$ cat src/rtl/tdm_codec_port_pkg.sv
package tdm_codec_port_pkg;

   typedef enum logic [1:0] {
      SLOT_OFF = 2'd0,
      SLOT_A   = 2'd1,
      SLOT_B   = 2'd2
   } slot_mode_e;

   function automatic slot_mode_e decode_addr(input logic [1:0] lvl);
      case (lvl)
         2'b01:   return SLOT_A;
         2'b10:   return SLOT_B;
         default: return SLOT_OFF;
      endcase
   endfunction

endpackage

$ cat src/rtl/tdm_frame_timer.sv
module tdm_frame_timer
   import tdm_codec_port_pkg::*;
#(
   parameter int WORD_BITS  = 8,
   parameter int FRAME_BITS = 256
) (
   input  logic       clk,
   input  logic       rst_n,
   input  logic       sync_n,
   input  logic [1:0] addr,
   input  logic       ctl_lvl,
   output slot_mode_e mode_o,
   output logic       slot_o,
   output logic       last_o,
   output logic       reload_o,
   output logic       clr_o
);
   localparam int CNT_W = $clog2(FRAME_BITS);
   localparam logic [CNT_W-1:0] LAST_CNT  = CNT_W'(FRAME_BITS - 1);
   localparam logic [CNT_W-1:0] SLOT_END  = CNT_W'(WORD_BITS - 1);
   localparam logic [CNT_W-1:0] SLOT_SIZE = CNT_W'(WORD_BITS);

   logic [CNT_W-1:0] cnt;
   slot_mode_e       mode;

   always_ff @(posedge clk or negedge rst_n) begin
      if (!rst_n) begin
         cnt  <= '0;
         mode <= SLOT_OFF;
      end else if (!sync_n) begin
         cnt  <= '0;
         mode <= decode_addr(addr);
      end else if (cnt == LAST_CNT) begin
         cnt  <= '0;
      end else begin
         cnt  <= cnt + 1'b1;
      end
   end

   always_comb begin
      mode_o   = mode;
      slot_o   = (mode != SLOT_OFF) && (cnt < SLOT_SIZE);
      last_o   = slot_o && (cnt == SLOT_END) && sync_n;
      reload_o = !sync_n || (cnt == LAST_CNT);
      clr_o    = !sync_n && (decode_addr(addr) == SLOT_OFF) && !ctl_lvl;
   end

endmodule

$ cat src/rtl/tdm_tx_serializer.sv
module tdm_tx_serializer #(
   parameter int W = 8
) (
   input  logic         clk,
   input  logic         rst_n,
   input  logic         load,
   input  logic         shift,
   input  logic [W-1:0] word,
   output logic         sout
);
   logic [W-1:0] sh;

   always_ff @(posedge clk or negedge rst_n) begin
      if (!rst_n)     sh <= '0;
      else if (load)  sh <= word;
      else if (shift) sh <= {sh[W-2:0], 1'b0};
   end

   assign sout = shift & sh[W-1];

endmodule

$ cat src/rtl/tdm_deser.sv
module tdm_deser #(
   parameter int W    = 8,
   parameter bit HOLD = 1'b1
) (
   input  logic         clk,
   input  logic         rst_n,
   input  logic         shift,
   input  logic         commit,
   input  logic         sin,
   output logic [W-1:0] word_o,
   output logic         valid_o
);
   logic [W-2:0] sh;
   logic [W-1:0] next_word;

   assign next_word = {sh, sin};

   always_ff @(posedge clk or negedge rst_n) begin
      if (!rst_n)     sh <= '0;
      else if (shift) sh <= next_word[W-2:0];
   end

   generate
      if (HOLD) begin : g_held
         logic [W-1:0] word_q;
         logic         valid_q;
         always_ff @(posedge clk or negedge rst_n) begin
            if (!rst_n) begin
               word_q  <= '0;
               valid_q <= 1'b0;
            end else begin
               valid_q <= commit;
               if (commit) word_q <= next_word;
            end
         end
         assign word_o  = word_q;
         assign valid_o = valid_q;
      end else begin : g_direct
         assign word_o  = next_word;
         assign valid_o = commit;
      end
   endgenerate

endmodule

$ cat src/rtl/tdm_ctl_bank.sv
module tdm_ctl_bank #(
   parameter int W         = 8,
   parameter int GAIN_BITS = 3,
   parameter int TXG_LSB   = 0,
   parameter int RXG_LSB   = 3
) (
   input  logic                 clk,
   input  logic                 rst_n,
   input  logic                 a_load,
   input  logic                 b_load,
   input  logic                 clr,
   input  logic [W-1:0]         word,
   output logic [W-1:0]         reg_a,
   output logic [W-1:0]         reg_b,
   output logic [GAIN_BITS-1:0] tx_gain,
   output logic [GAIN_BITS-1:0] rx_gain
);
   always_ff @(posedge clk or negedge rst_n) begin
      if (!rst_n) begin
         reg_a <= '0;
         reg_b <= '0;
      end else if (clr) begin
         reg_a <= '0;
         reg_b <= '0;
      end else begin
         if (a_load) reg_a <= word;
         if (b_load) reg_b <= word;
      end
   end

   assign tx_gain = reg_a[TXG_LSB +: GAIN_BITS];
   assign rx_gain = reg_a[RXG_LSB +: GAIN_BITS];

endmodule

$ cat src/rtl/tdm_codec_port.sv
module tdm_codec_port
   import tdm_codec_port_pkg::*;
#(
   parameter int WORD_BITS  = 8,
   parameter int FRAME_BITS = 256,
   parameter int GAIN_BITS  = 3,
   parameter int TXG_LSB    = 0,
   parameter int RXG_LSB    = 3
) (
   input  logic                 bclk,
   input  logic                 rst_n,
   input  logic                 fsync_n,
   input  logic [1:0]           slot_addr,
   input  logic                 ctl_sin,
   input  logic                 pcm_in,
   input  logic [WORD_BITS-1:0] tx_pcm,
   output logic                 pcm_out,
   output logic                 pcm_oe,
   output logic [WORD_BITS-1:0] rx_pcm,
   output logic                 rx_strobe,
   output logic [WORD_BITS-1:0] ctl_a,
   output logic [WORD_BITS-1:0] ctl_b,
   output logic [GAIN_BITS-1:0] tx_gain,
   output logic [GAIN_BITS-1:0] rx_gain
);
   generate
      if (WORD_BITS < 2 || FRAME_BITS <= WORD_BITS) begin : g_bad_frame
         $error("frame must be longer than a word of at least 2 bits");
      end
      if (TXG_LSB + GAIN_BITS > WORD_BITS || RXG_LSB + GAIN_BITS > WORD_BITS) begin : g_bad_gain
         $error("gain fields must lie inside control register A");
      end
   endgenerate

   slot_mode_e           mode;
   logic                 slot, last, reload, clr_regs;
   logic                 ctl_valid, a_load, b_load;
   logic [WORD_BITS-1:0] ctl_word;

   tdm_frame_timer #(.WORD_BITS(WORD_BITS), .FRAME_BITS(FRAME_BITS)) u_timer (
      .clk(bclk), .rst_n(rst_n), .sync_n(fsync_n), .addr(slot_addr),
      .ctl_lvl(ctl_sin), .mode_o(mode), .slot_o(slot), .last_o(last),
      .reload_o(reload), .clr_o(clr_regs)
   );

   tdm_tx_serializer #(.W(WORD_BITS)) u_tx (
      .clk(bclk), .rst_n(rst_n), .load(reload), .shift(slot),
      .word(tx_pcm), .sout(pcm_out)
   );

   assign pcm_oe = slot;

   tdm_deser #(.W(WORD_BITS), .HOLD(1'b1)) u_rx (
      .clk(bclk), .rst_n(rst_n), .shift(slot), .commit(last),
      .sin(pcm_in), .word_o(rx_pcm), .valid_o(rx_strobe)
   );

   tdm_deser #(.W(WORD_BITS), .HOLD(1'b0)) u_ctl (
      .clk(bclk), .rst_n(rst_n), .shift(slot), .commit(last),
      .sin(ctl_sin), .word_o(ctl_word), .valid_o(ctl_valid)
   );

   assign a_load = ctl_valid && (mode == SLOT_A);
   assign b_load = ctl_valid && (mode == SLOT_B);

   tdm_ctl_bank #(
      .W(WORD_BITS), .GAIN_BITS(GAIN_BITS), .TXG_LSB(TXG_LSB), .RXG_LSB(RXG_LSB)
   ) u_bank (
      .clk(bclk), .rst_n(rst_n), .a_load(a_load), .b_load(b_load),
      .clr(clr_regs), .word(ctl_word), .reg_a(ctl_a), .reg_b(ctl_b),
      .tx_gain(tx_gain), .rx_gain(rx_gain)
   );

endmodule

$ cat config.mk
export PLATFORM = sky130hd
export DESIGN_NAME = tdm_codec_port
export DESIGN_NICKNAME = d
export VERILOG_FILES = /design/src/rtl/tdm_codec_port_pkg.sv /design/src/rtl/tdm_frame_timer.sv /design/src/rtl/tdm_tx_serializer.sv /design/src/rtl/tdm_deser.sv /design/src/rtl/tdm_ctl_bank.sv /design/src/rtl/tdm_codec_port.sv
export SDC_FILE = /design/constraint.sdc
export NUM_CORES = 1
export LEC_CHECK = 0
export ABC_AREA = 1
export CORE_ASPECT_RATIO = 1.4
export CORE_MARGIN = 10
export CORE_UTILIZATION = 51
export DETAILED_ROUTE_END_ITERATION = 7
export PLACE_DENSITY = 0.89
export SKIP_LAST_GASP = 1
export SLEW_MARGIN = 0
export SYNTH_ARGS = -nofsm -noshare
export SYNTH_HDL_FRONTEND = slang
export SYNTH_HIERARCHICAL = 1
export SYNTH_SLANG_ARGS = --single-unit
$ cat constraint.sdc
create_clock -name bclk -period 2.3 [get_ports bclk]
set_clock_uncertainty 0.05 [all_clocks]
set_input_delay 0.23 -clock bclk [delete_from_list [all_inputs] [get_ports bclk]]
set_output_delay 0.23 -clock bclk [all_outputs]
set_load 0.05 [all_outputs]
## Word-level counts from Yosys, hierarchy flattened

Cells that the tools add are included.

| word-level totals | value |
|---|---|
| logic and storage cells | 42 |
| input port bits | 15 |
| register bits after elaboration | 57 |

| operators by class | value |
|---|---|
| multiplexer cells | 9 |
| $add $sub $neg | 1 |
| eq/ne operators | 6 |
| reductions and logical operators | 15 |
| order comparisons | 1 |
| bitwise operators | 1 |

Operator list:

| cell | number |
|---|---|
| two-way mux 8 bit | 8 |
| adder 8 x 1 -> 8 bit (second input constant) | 1 |
| == test 8 x 3 -> 1 bit (second input constant) | 1 |
| == test 8 bit (second input constant) | 1 |
| less-than comparator 8 x 4 -> 1 bit (second input constant) | 1 |
| nonzero test 2 bit | 4 |
| logical AND 1 bit | 7 |
| == test 2 x 1 -> 1 bit (second input constant) | 2 |
| == test 2 bit (second input constant) | 2 |
| case mux 2 bit (2 select lines) | 1 |
| zero test 1 bit | 2 |
| zero test 2 bit | 1 |
| bitwise AND 1 bit | 1 |
| logical OR 1 bit | 1 |

## Longest topological paths before layout

| logic depth | value |
|---|---|
| depth after elaboration | 7 |
| gate-level depth with buffers | 12 |
| gate-level depth less buffers | 10 |

## Modules after synthesis

The synthesis kept the hierarchy.

Modules (own cells, without submodules):

| module | sequential area each (um^2) | cells an instance | times used | area an instance (um^2) |
|---|---|---|---|---|
| tdm_ctl_bank | 400.4 | 76 | 1 | 709.4 |
| tdm_deser at u_rx | 400.4 | 65 | 1 | 599.3 |
| tdm_frame_timer | 250.2 | 72 | 1 | 536.8 |
| tdm_tx_serializer | 200.2 | 45 | 1 | 375.4 |
| tdm_deser at u_ctl | 175.2 | 32 | 1 | 284.0 |
| tdm_codec_port | 0.0 | 4 | 1 | 15.0 |

## Worst setup path before layout

Ideal clock, no wire load.

| timing path | value |
|---|---|
| path kind | register to output |
| from | register u_timer.cnt[4] |
| to | output pcm_out |
| setup slack | 0.313 ns |
| cell stages (with the launch flop) | 9 |
| data arrival time | 1.707 ns |
| cells stage by stage | dfrtp_1 > nor2_1 > nand2_1 > nor2_1 > o21ai_0 > inv_1 > buf_4 > nand2_1 > inv_1 |

| between the ends | value |
|---|---|
| longest elaborated chain between the ends | 3 |

Ends and longest elaborated chain:

| item | line | RTL |
|---|---|---|
| start, declared | tdm_frame_timer.sv:23 | `logic [CNT_W-1:0] cnt;` |
| start signal, assigned | tdm_frame_timer.sv:36 | `cnt <= cnt + 1'b1;` |
| less-than comparator 8 x 4 -> 1 bit | tdm_frame_timer.sv:42 | `slot_o = (mode != SLOT_OFF) && (cnt < SLOT_SIZE);` |
| logical AND 1 bit | tdm_frame_timer.sv:42 |  |
| named net pcm_oe | tdm_codec_port.sv:18 | `output logic pcm_oe,` |
| bitwise AND 1 bit | tdm_tx_serializer.sv:19 | `assign sout = shift & sh[W-1];` |
| end, declared | tdm_codec_port.sv:17 | `output logic pcm_out,` |

The timed path passes the listed nets, and every way through them passes these cells.

## Worst setup path in the final report

| timing path | value |
|---|---|
| from | register u_timer.cnt[4] |
| to | output pcm_out |

| between the ends | value |
|---|---|
| longest elaborated chain between the ends | 3 |

Ends and longest elaborated chain:

| item | line |
|---|---|
| less-than comparator 8 x 4 -> 1 bit | tdm_frame_timer.sv:42 |
| logical AND 1 bit | tdm_frame_timer.sv:42 |
| bitwise AND 1 bit | tdm_tx_serializer.sv:19 |

No other way between the ends.

==> results_dict.tcl <==
set metrics [dict create \
    grt_max_degree 39 \
    tns_ns 0 \
    hp-class "input pin to flop" \
    yosysSeqAreaShare_pct 56.60 \
    min_to "u_tx/sh[0]" \
    fillerInstances 391 \
    post_cts_buffers 0 \
    die_w_um 79.41 \
    critPathLaunchType "flop" \
    clock_path_buffers 2 \
    wl_um 5449 \
    arrival_ns 1.76 \
    layout_min_cycle_time_ns 2.038 \
    cts_sinks 57 \
    power.density_nw_per_um2 781.0 \
    antenna_left 0 \
    setup_violations 0 \
    path_max_fanout 7 \
    area_delta_synth_final_pct 27.86 \
    tightestPinTransition_ns 0.8285 \
    design.core.area_um2 4805 \
    yosysTopAreaCellShare_pct 56.60 \
    rr_startpoint "u_timer/cnt[4]" \
    finalHoldViolCount 0 \
    run_status "complete, no violations" \
    num_rows 30 \
    grt.overflow.total 0 \
    peakVddDrop_uv 457.1 \
    leakagePower_nw 1.666 \
    worstSetupPathType "flop to output port" \
    relSlewSlack_pct 44.77 \
    firstDrtPassIters 4 \
    max_freq_mhz 490.6 \
    grt_pass1_vias 2036 \
    track_usage_pct 14.31 \
    synth_common_cells "140 x nand2_1, 57 x dfrtp_1, 30 x nand3_1" \
    cp.required_ns 2.02 \
    hold_depth 3 \
    highest_layer "met4" \
    drive_gt1_share_pct 10.66 \
    clk_pin_slew_ns 0.06 \
    route.detailed.drc 0 \
    rsz0062_at_grt "false" \
    start_util_pct 52.45 \
    fin_crit_sh_pct 88.62 \
    io_buffers 47 \
    regToRegSetupSlack_ns 0.50 \
    synth.area.top_cells "dfrtp_1 57%, nand2_1 21%, nand3_1 6.0%, buf_4 3.0%, nor2_1 2.5%" \
    endpoint_kind "output port" \
    netlist_area_um2 2520 \
    via_per_inst 4.973 \
    ctsHtreeMaxLevel 3 \
    r2r-end "u_ctl/sh[6]" \
    yosys_warnings 6 \
    synth_nets 312 \
    numCtsBuffers 9 \
    finalMaxSlewViolations 0 \
    antenna_found_initial 0 \
    vias 2044 \
    synth_edf_count 0 \
    dr.first_iter.drc_count 175 \
    cap_violations 0 \
    ioPinCount 48 \
    yosys.area.top_type "dfrtp_1" \
    routedWlPerCell_um 13.26 \
    reg2regPathDepth 9 \
    die_area_um2 8192 \
    min_from "tx_pcm[0]" \
    hpwlAfterDp_um 3862 \
    synth-async-reset-ratio_pct 100.0 \
    clk_latency_ns 0.33 \
    wl_met1_um 2168 \
    wl_met2_um 2859 \
    synth-main-ff-cell "dfrtp_1" \
    total_power_mw 2.516 \
    wl_met3_um 311 \
    cts-root-buf "clkbuf_8" \
    grt_pass1_wl_um 9225 \
    cts_tree "built" \
    synthDistinctLibCells 21 \
    gp_congestion 0.8339 \
    num_antenna_cells 0 \
    nNetsFinal 362 \
    regArea_um2 1426 \
    fin_area_um2 3222 \
    avgSynthCellArea_um2 8.571 \
    die_h_um 103.2 \
    ys_seq_elements 57 \
    placed_cell_area_um2 2995 \
    synthCells 294 \
    synth_most_common_cell "nand2_1" \
    multi_input_area_um2 887.1 \
]
## flip-flops by register name, summed over array words and instances, names as in the netlist
name,flops
u_rx/valid_o,1
u_ctl/sh,7
u_bank/reg_a,8
u_timer/mode_o,2
u_tx/sh,8
u_bank/reg_b,8
u_rx/sh,7
u_timer/cnt,8
u_rx/word_o,8
## cell families (layout without fill, tap and decap cells)
family                   count (synthesis)  after routing  share of synthesized area [%]
XOR/XNOR                                 1              1                         0.3476
buffers and inverters                   32             85                          8.192
AO/OA/AOI/OAI                            5              5                          1.092
flip-flops                              57             57                          56.60
adder cells (fa/ha/maj)                  3              3                          1.490
AND/OR/NAND/NOR                        196            196                          32.27
## worst max-delay path: stages (launching register included)
cell and delay [ns]:
dfrtp_1 0.42, nor2_1 0.11, nand2_1 0.05, nor2_1 0.13, o21ai_0 0.13, inv_1 0.25, nand2_1 0.09, inv_1 0.10
buf_12 0.14
## layout make-up
| cell class | instances | share of cell area [%] |
|---|---|---|
| Clock buffer | 11 | 4.699 |
| Timing Repair Buffer | 56 | 17.24 |
| Tap cell | 64 | 2.485 |
| Clock inverter | 3 | 2.019 |
| Sequential cell | 57 | 44.27 |
| Multi-Input combinational cell | 205 | 27.53 |
| Inverter | 15 | 1.748 |
## power by group
group,switching [mW],internal [mW]
registers,0.0947,1.11
clock network,0.365,0.655
logic,0.178,0.112
## placed cells by master, fill, tap and decap left out
| master | synthesis | final |
|---|---|---|
| nor2_1 | 17 | 17 |
| dlygate4sd3_1 | 0 | 1 |
| clkinv_2 | 0 | 1 |
| clkdlybuf4s50_1 | 0 | 44 |
| o21ai_0 | 2 | 2 |
| clkbuf_8 | 1 | 11 |
| inv_2 | 5 | 5 |
| nand3_1 | 30 | 30 |
| ha_1 | 3 | 3 |
| nand3_2 | 1 | 1 |
| nor2_2 | 1 | 1 |
| inv_1 | 10 | 10 |
| o21bai_1 | 1 | 1 |
| dfrtp_1 | 57 | 57 |
| nor3_1 | 1 | 1 |
| xor2_1 | 1 | 1 |
| bufinv_16 | 0 | 2 |
| nor2_4 | 3 | 3 |
| buf_12 | 0 | 2 |
| a21oi_1 | 2 | 2 |
| buf_2 | 0 | 1 |
| buf_4 | 10 | 8 |
| nand2_1 | 140 | 140 |
| nand2_2 | 2 | 2 |
| nand4_1 | 1 | 1 |
## per-stage QoR
step	cells	util, %	hold WS, ns	setup WS [ns]
detailed placement	396	62.34	0.3292	0.4801
finish	411	67.06	0.3958	0.2618
floorplan	294	-	-0.1156	0.3130
CTS	411	67.06	0.3913	0.2553
global placement	396	62.34	0.3213	0.5449
global route	411	67.06	0.4350	0.1368
## timing repair
| action | CTS | global route |
|---|---|---|
| setup endpoints to repair | 0 | 0 |
| hold buffers | 1 | 0 |
| hold endpoints to repair | 36 | 0 |
| gates resized for setup | 0 | 0 |
## how the worst max path moves through the flow
stage / from / end / slack (ns) / depth (start not counted)
4_1_cts: u_timer/cnt[4] / pcm_out / 0.26 / 8
3_5_place_dp: fsync_n / u_bank/reg_a[0] / 0.48 / 9
2_1_floorplan: u_timer/cnt[4] / pcm_out / 0.31 / 8
5_1_grt: u_timer/cnt[4] / pcm_out / 0.14 / 8
6_report: u_timer/cnt[4] / pcm_out / 0.26 / 8
3_3_place_gp: slot_addr[0] / u_bank/reg_a[1] / 0.54 / 9
## routing by layer
metal / global-route usage, % / up-vias
met5: 0 / -
met4: 8.852 / 0
met3: 3.806 / 11
met2: 24.42 / 54
met1: 15.49 / 977
li1: - / 1002
No activity file was read; power rests on OpenSTA's default activity.
